--- src/rtl/i2s_frame_gen.sv ---
module i2s_frame_gen #(
  parameter int CNT_W = 11,
  parameter int SMP_W = 32,
  parameter int CFG_W = 16
) (
  input  logic             clk,
  input  logic             rst_n,
  input  logic             bclk_en,
  input  logic             cfg_we,
  input  logic             cfg_sel,
  input  logic [CFG_W-1:0] cfg_wdata,
  input  logic [SMP_W-1:0] left_smp,
  input  logic [SMP_W-1:0] right_smp,
  output logic             ws,
  output logic             sdata,
  output logic             ch_start_l,
  output logic             ch_start_r,
  output logic             smp_req
);
  localparam int POS_W = CNT_W + 1;
  localparam int IDX_W = $clog2(SMP_W);
  localparam int SZ_W  = IDX_W + 1;

  logic             en, pol, flong, asym;
  logic [1:0]       fmt, ssz;
  logic [CNT_W-1:0] cnt;
  logic             started, half;
  logic [POS_W-1:0] bpos;
  logic [SMP_W-1:0] lbuf, rbuf;

  logic             nstart, nhalf, begin_l, begin_r;
  logic [POS_W-1:0] nbit, rel;
  logic [SZ_W-1:0]  ssize;
  logic [SMP_W-1:0] src;
  logic [IDX_W-1:0] sel;
  logic             valid, sd_nx, ws_nx;

  wire dsp   = fmt[1];
  wire ljust = (fmt == 2'b01);
  wire en_nx = (cfg_we && !cfg_sel) ? cfg_wdata[0] : en;
  wire tick  = en && bclk_en;
  wire [POS_W-1:0] last_pos = {1'b0, cnt} + POS_W'(asym && !half);

  function automatic logic [SZ_W-1:0] size_of(input logic [1:0] code);
    int v;
    case (code)
      2'd0:    v = 16;
      2'd1:    v = 20;
      2'd2:    v = 24;
      default: v = 32;
    endcase
    if (v > SMP_W) v = SMP_W;
    return SZ_W'(v);
  endfunction

  always_ff @(posedge clk) begin
    if (!rst_n) begin
      en <= 1'b0; pol <= 1'b0; flong <= 1'b0; asym <= 1'b0;
      fmt <= 2'b00; ssz <= 2'b00; cnt <= '0;
    end else if (cfg_we) begin
      if (!cfg_sel) begin
        en <= cfg_wdata[0];
        if (!en) begin
          fmt   <= cfg_wdata[2:1];
          pol   <= cfg_wdata[3];
          flong <= cfg_wdata[4];
          ssz   <= cfg_wdata[6:5];
        end
      end else if (!en) begin
        cnt  <= cfg_wdata[CNT_W-1:0];
        asym <= cfg_wdata[CFG_W-1];
      end
    end
  end

  always_comb begin
    nstart  = started;
    nhalf   = half;
    nbit    = bpos;
    begin_l = 1'b0;
    begin_r = 1'b0;
    if (tick) begin
      if (!started) begin
        nstart  = 1'b1;
        nhalf   = 1'b0;
        nbit    = '0;
        begin_l = 1'b1;
      end else if (bpos == last_pos) begin
        nbit    = '0;
        nhalf   = !half;
        begin_l = half;
        begin_r = !half;
      end else begin
        nbit = bpos + POS_W'(1);
      end
    end
    if (!en) nstart = 1'b0;
  end

  always_comb begin
    ssize = size_of(ssz);
    rel   = nbit - POS_W'(!ljust);
    valid = (ljust || nbit != '0) && (rel < POS_W'(ssize));
    sel   = IDX_W'(POS_W'(ssize) - POS_W'(1) - rel);
    src   = nhalf ? rbuf : (begin_l ? left_smp : lbuf);
    sd_nx = valid && src[sel];
    ws_nx = dsp ? (!nhalf && (flong || nbit == '0)) : (nhalf ^ pol);
  end

  always_ff @(posedge clk) begin
    if (!rst_n) begin
      started <= 1'b0; half <= 1'b0; bpos <= '0;
      lbuf <= '0; rbuf <= '0;
    end else begin
      started <= nstart;
      half    <= nhalf;
      bpos    <= nbit;
      if (begin_l) begin
        lbuf <= left_smp;
        rbuf <= right_smp;
      end
    end
  end

  always_ff @(posedge clk) begin
    if (!rst_n || !en_nx) begin
      ws <= 1'b0; sdata <= 1'b0;
      ch_start_l <= 1'b0; ch_start_r <= 1'b0; smp_req <= 1'b0;
    end else if (tick) begin
      ws         <= ws_nx;
      sdata      <= sd_nx;
      ch_start_l <= begin_l;
      ch_start_r <= begin_r;
      smp_req    <= begin_l;
    end else begin
      ch_start_l <= 1'b0; ch_start_r <= 1'b0; smp_req <= 1'b0;
    end
  end
endmodule

--- config.mk ---
export PLATFORM = sky130hd
export DESIGN_NAME = i2s_frame_gen
export DESIGN_NICKNAME = d
export VERILOG_FILES = /design/src/rtl/i2s_frame_gen.sv
export SDC_FILE = /design/constraint.sdc
export NUM_CORES = 1
export LEC_CHECK = 0
export BUFFER_PORTS_ARGS = -buffer_cell sky130_fd_sc_hd__buf_2
export CORE_UTILIZATION = 40
export CTS_BUF_LIST = sky130_fd_sc_hd__clkbuf_16
export CTS_CLUSTER_SIZE = 8
export DETAILED_ROUTE_END_ITERATION = 8
export GPL_TIMING_DRIVEN = 0
export MAX_ROUTING_LAYER = met4
export PLACE_DENSITY = 0.6
export SYNTH_ARGS = -nofsm -noshare
export SYNTH_HDL_FRONTEND = slang
export SYNTH_SLANG_ARGS = --single-unit
--- constraint.sdc ---
create_clock -name clk -period 8.19 [get_ports clk]
set_input_delay 0.819 -clock clk [delete_from_list [all_inputs] [get_ports clk]]
set_output_delay 0.819 -clock clk [all_outputs]
set_load 0.02 [all_outputs]
==> reports/qor.csv, run 1 <==
metric;value;unit
status;completed;
die-area;14640;µm²
max_freq;0.1488;GHz
synth_seq_cells;101;
htree_num_levels;3;
critPathCapture;sdata;
cts_tree;built;
finalPower;1122;µW
crit_type;reg2reg;
rows;43;
ff2ff_setup_slack;1.47;ns
placed_cell_area;6316;µm²
netlist.area_leader.share;35.69;%
reg2reg_from;half;
root_buffer;clkbuf_16;
pwr-share-clk;42.7;%
crit_path_max_incr_delay;0.59;ns
drv_slew;0;
yosysWarnings;0;
placeableCoreArea;13830;µm²
startpoint;half;
dp_slack;1.523;ns
worstReg2RegEnd;sdata;
track_usage;23.66;%
ctsResizeCount;0;
hold_path_class;reg2reg;
grt_max_degree;19;
arrival;6.99;ns
cts_setup_buffers;0;
grt_pass1_wl;26.19;mm
hold_viol;0;
yosysMostFrequentCell;nand2_1;
drt_iter0_drc;241;
critPathMaxFanout;10;
io_buffers;85;
syn_avg_cell_area;8.105;µm²
ir_drop;119.1;µV
die_h;121.0;µm
crit_path_end_kind;flip-flop;
multi_input_area;3341;µm²
pin_count;90;
area_growth;17.27;%
p_per_area;168.9;nW/µm²
drv_cap;0;
crit_path_start_kind;flip-flop;
required;8.46;ns
postSynthCellCount;699;
p_sw;289.3;µW
setup_viol;0;
grt_pass1_vias;5138;
final_nets;890;
place_congestion;0.9185;
netlist_area;5665;µm²
vias;5340;
initial_core_util;40.97;%
clock_latency;0.35;ns
critPathSlowestCell;fa_1;
fin_skew;0.006178;ns
regArea;2022;µm²
ys_seq_area_share;35.69;%
seqPwrFrac;45.9;%
hold_buffers;0;
antenna_left;0;
synth.area.top_cells;dfxtp_1 36%, nand2_1 9.0%, a21boi_0 7.7%;
internal-power;833.0;µW
syn-num-nets;794;
cts.clk_slew.worst_paths;0.07;ns
synth_cell_types;72;
ys.flop_type;dfxtp_1;
wire_per_inst;16.51;µm
dpl.hpwl;12.22;mm
rsz0062_at_grt;no;
antenna_found_initial;0;
final.setup.tns;0;ns
grt_overflow;0;
synth_edf_count;0;
cts_inserted_buffers;9;
netlist_top_cells_count;136 x nand2_1, 101 x dfxtp_1, 58 x a21boi_0;
synth_top_cell_by_area;dfxtp_1;
drc;0;
dr.pass1.iters;5;
relSlewSlack;58.91;%
drive_gt1_share;17.00;%
wl;16.18;mm
p_leak;0.002612;µW
vias_per_cell;5.449;
post-route-period-util;82.08;%
cts_sinks;101;
clk_path_buf_depth;2;
n_antenna_cell;0;
async_reset_ff_share;0;%
power_frac_comb;11.4;%
swShare;25.78;%
period_needed;6.723;ns
nFillCells;1362;
die_w;121.0;µm
post-route-cell-area;6644;µm²
r2r.worst_path.cells;26;
finalWorstSetupSlack;1.467;ns
worst_pin_slew;0.6141;ns
[cell families after synthesis]
family | Yosys count | synth area share, %
compound gates | 177 | 21.71
flops | 101 | 35.69
mux | 33 | 6.382
simple gates | 288 | 24.67
buf+inv | 65 | 5.345
fa+ha+maj | 10 | 2.341
xor+xnor | 25 | 3.865
[critical path: cells and delay by family, from the launching register on]
family,cells,cell delay [ns]
and+or+nand+nor,8,1.78
adders and majority gates,4,1.27
buffers and inverters,3,1.07
DFF,1,0.44
AOI/OAI and AO/OA,11,2.05
[cell type report]
type                            instances  share of cell area [%]
Multi-Input combinational cell        533                   50.28
Sequential cell                       101                   30.43
Timing Repair Buffer                   85                   6.403
Buffer                                 55                   3.992
Clock buffer                            9                   3.390
Tap cell                              180                   3.390
Clock inverter                          7                   1.544
Inverter                               10                  0.5650
[flip-flops by register name, summed over array words and instances (netlist names)]
signal      flops
asym            1
bpos           12
ch_start_r      1
cnt            11
en              1
flong           1
fmt             2
half            1
lbuf           32
pol             1
rbuf           32
sdata           1
smp_req         1
ssz             2
started         1
ws              1
[placed cells by master (no fill, tap or decap), types with 4 or more instances in the layout]
cell type | synthesis | layout
mux2_1 | 4 | 4
nor2_1 | 35 | 35
buf_1 | 5 | 5
o211ai_1 | 4 | 4
nor3_1 | 10 | 10
a31oi_1 | 7 | 7
and4_1 | 5 | 5
nand4_1 | 6 | 6
buf_2 | 14 | 99
buf_4 | 4 | 4
nand3_1 | 14 | 14
and2_1 | 9 | 9
a21boi_0 | 58 | 58
nand2b_1 | 12 | 12
mux2i_1 | 26 | 26
a21oi_1 | 31 | 31
a211oi_1 | 12 | 12
o21ai_0 | 27 | 27
inv_1 | 8 | 8
ha_1 | 9 | 9
nor2b_1 | 34 | 34
xor2_1 | 9 | 9
clkbuf_16 | 0 | 9
clkbuf_1 | 29 | 29
dfxtp_1 | 101 | 101
a311oi_1 | 6 | 6
nand2_1 | 136 | 136
and3_1 | 7 | 7
xnor2_1 | 16 | 16
[worst min-delay path by stage]
stage / from / cells past startpoint / slack [ns] / endpoint
detailed placement: rbuf[21] / 2 / 0.46 / rbuf[21]
global route: lbuf[2] / 2 / 0.49 / lbuf[2]
finish: rbuf[21] / 2 / 0.47 / rbuf[21]
CTS: rbuf[21] / 2 / 0.47 / rbuf[21]
floorplan: asym / 2 / 0.44 / asym
global placement: rbuf[0] / 2 / 0.45 / rbuf[0]
[per-layer routing]
| layer | part of all wire [%] | GRT usage, % | up-vias |
|---|---|---|---|
| met4 | 3.0 | 10.34 | 0 |
| met1 | 44 | 28.47 | 2527 |
| met2 | 48 | 39.21 | 137 |
| met5 | 0 | - | - |
| li1 | - | - | 2641 |
| met3 | 4.4 | 3.571 | 35 |
[metrics by stage]
step           hold slack [ns]  std cells  utilization (%)
2_1_floorplan           0.4389        699                -
3_3_place_gp            0.4492        964            45.68
3_5_place_dp            0.4587        964            45.68
4_1_cts                 0.4695        980            48.05
5_1_grt                 0.4925        980            48.05
6_report                0.4664        980            48.05
[power groups by stage]
stage / clock network (µW) / logic, µW / registers [µW]
floorplan: 0 / 80.0 / 523
global placement: 0 / 126 / 526
detailed placement: 0 / 128 / 526
CTS: 486 / 129 / 515
global route: 505 / 143 / 517
finish: 479 / 128 / 515
Power figures use the tool's default switching activity.
==> run 2, diff against run 1 <==
--- a/config.mk
+++ b/config.mk
@@ -5,6 +5,7 @@
 export SDC_FILE = /design/constraint.sdc
 export NUM_CORES = 1
 export LEC_CHECK = 0
+export ABC_AREA = 1
 export BUFFER_PORTS_ARGS = -buffer_cell sky130_fd_sc_hd__buf_2
 export CORE_UTILIZATION = 40
 export CTS_BUF_LIST = sky130_fd_sc_hd__clkbuf_16
@@ -12,7 +13,7 @@
 export DETAILED_ROUTE_END_ITERATION = 8
 export GPL_TIMING_DRIVEN = 0
 export MAX_ROUTING_LAYER = met4
-export PLACE_DENSITY = 0.6
+export PLACE_DENSITY = 0.62
 export SYNTH_ARGS = -nofsm -noshare
 export SYNTH_HDL_FRONTEND = slang
 export SYNTH_SLANG_ARGS = --single-unit
==> constraint.sdc (replaced) <==
create_clock -name clk -period 5.4 [get_ports clk]
set_input_delay 0.54 -clock clk [delete_from_list [all_inputs] [get_ports clk]]
set_output_delay 0.54 -clock clk [all_outputs]
set_load 0.02 [all_outputs]
==> reports/qor.csv, run 2 <==
metric;value;unit
vias;5267;
synth_top_cell_by_area;dfxtp_1;
clock_latency;0.35;ns
busiest_layer;met2;
dr.pass1.iters;6;
rsz0062_at_grt;no;
use_met2;36.18;%
fin_skew;0.008044;ns
io_buffers;85;
die-area;13950;µm²
syn-num-nets;913;
final_cell_mix;151 x nor2_1, 136 x nand2_1, 111 x o21ai_0;
use_met1;28.82;%
postSynthCellCount;818;
instances_no_fill;1095;
final_nets;1009;
clk_path_buf_depth;2;
grt_use_met3;3.779;%
root_buffer;clkbuf_16;
area_growth;17.10;%
crit_type;reg2reg;
dpl.hpwl;11.60;mm
crit_path_end_kind;flip-flop;
die_h;118.1;µm
netlist_area;5394;µm²
antenna_left;0;
netlist.area_leader.share;37.49;%
finalPower;1646;µW
final.setup.tns;0;ns
whs_path_depth;3;
grt_overflow;0;
hold_path_class;in2reg;
r2r.worst_path.cells;31;
cts_setup_buffers;0;
worst_pin_slew;0.6057;ns
ys_seq_area_share;37.49;%
max_freq;0.2188;GHz
critPathSlowestCell;fa_1;
async_reset_ff_share;0;%
seqPwrFrac;48.4;%
pin_count;90;
arrival;4.86;ns
grt_max_degree;18;
power_frac_comb;14.4;%
setup_viol;0;
status;completed;
drc;0;
synth.area.top_cells;dfxtp_1 37%, nor2_1 11%, o21ai_0 10%;
required;5.69;ns
drv_slew;0;
initial_core_util;40.89;%
grt_pass1_vias;4881;
cts.clk_slew.worst_paths;0.07;ns
ys.flop_type;dfxtp_1;
netlist_top_cells_count;151 x nor2_1, 136 x nand2_1, 111 x o21ai_0;
rows;42;
hold_viol;0;
p_leak;0.002833;µW
post-route-period-util;84.64;%
internal-power;1182;µW
cts_tree;built;
ctsResizeCount;0;
cts_sinks;101;
dp_cells;1079;
grt_pass1_wl;24.07;mm
wl;14.82;mm
synth_cell_types;34;
drt_iter0_drc;283;
critPathMaxFanout;10;
n_antenna_cell;0;
htree_num_levels;3;
synth_seq_cells;101;
layout_commonest_cell;nor2_1;
drv_cap;0;
period_needed;4.571;ns
cts_inserted_buffers;9;
ff2ff_setup_slack;0.83;ns
pwr-share-clk;37.3;%
relSlewSlack;59.62;%
drive_gt1_share;16.54;%
cp_common_cell;nand2_1;
reg.largest.list;lbuf x32, rbuf x32, bpos x12;
ir_drop;166.7;µV
crit_path_start_kind;flip-flop;
hold_buffers;0;
vias_per_cell;4.810;
yosysWarnings;0;
p_sw;464.8;µW
crit_path_max_incr_delay;0.37;ns
syn_avg_cell_area;6.594;µm²
swShare;28.23;%
synth_edf_count;0;
placeableCoreArea;13190;µm²
die_w;118.1;µm
track_usage;22.60;%
wire_per_inst;13.54;µm
place_congestion;0.8739;
antenna_found_initial;0;
yosysMostFrequentCell;nor2_1;
p_per_area;260.7;nW/µm²
## run 2: path summary, 6_finish.rpt
kind / end / start
worst max-delay path: sdata / half
worst min register to register: cnt[0] / cnt[0]
worst max register to register: sdata / half
worst min-delay path: rbuf[30] / right_smp[30]
## run 2: power groups by stage
stage                     Clock (µW)  Sequential (µW)  Combinational [µW]
after floorplan                    0              808                 156
after global placement             0              813                 235
after detailed placement           0              814                 236
after CTS                        623              796                 237
after global routing             654              801                 270
final                            613              796                 237
## run 2: area by class of cell
type                       count  area [µm²]
multi-input combinational    590        2868
sequential                   101        2022
inverter                      87       326.6
tap                          176       220.2
timing repair buffer          85       425.4
clock inverter                 7       51.30
clock buffer                   9       225.2
buffer                        40       177.7
fill                        1436        6874
## run 2: logic make-up (layout without fill, tap and decap cells)
logic type,after synthesis,in the layout,synth area share (%)
compound gates,168,168,15.75
fa+ha+maj,10,10,2.459
buf+inv,127,228,9.348
flops,101,101,37.49
simple gates,393,393,31.87
xor+xnor,19,19,3.085
## run 2: critical path, delay by kind of cell (launching register included)
family / cells / cell delay [ns]
flip-flops: 1 / 0.36
buffers and inverters: 3 / 0.28
AND/OR/NAND/NOR: 19 / 2.01
XOR/XNOR: 1 / 0.17
AO/OA/AOI/OAI: 2 / 0.28
adder cells (fa/ha/maj): 6 / 1.39
## run 2: stage by stage
step / area [µm²] / setup WS (ns) / utilization (%) / hold slack, ns
floorplan: 5394 / 1.572 / - / 0.4280
global placement: 6040 / 0.8877 / 45.79 / 0.4433
detailed placement: 6040 / 0.8637 / 45.79 / 0.4490
CTS: 6316 / 0.8483 / 47.88 / 0.4262
global route: 6316 / 0.3946 / 47.88 / 0.4369
finish: 6316 / 0.8292 / 47.88 / 0.4325
## run 2: routing by layer
| layer | up-vias | wire (µm) |
|---|---|---|
| li1 | 2799 | - |
| met5 | - | 0 |
| met2 | 115 | 7017 |
| met3 | 19 | 586 |
| met4 | 0 | 251 |
| met1 | 2334 | 6968 |
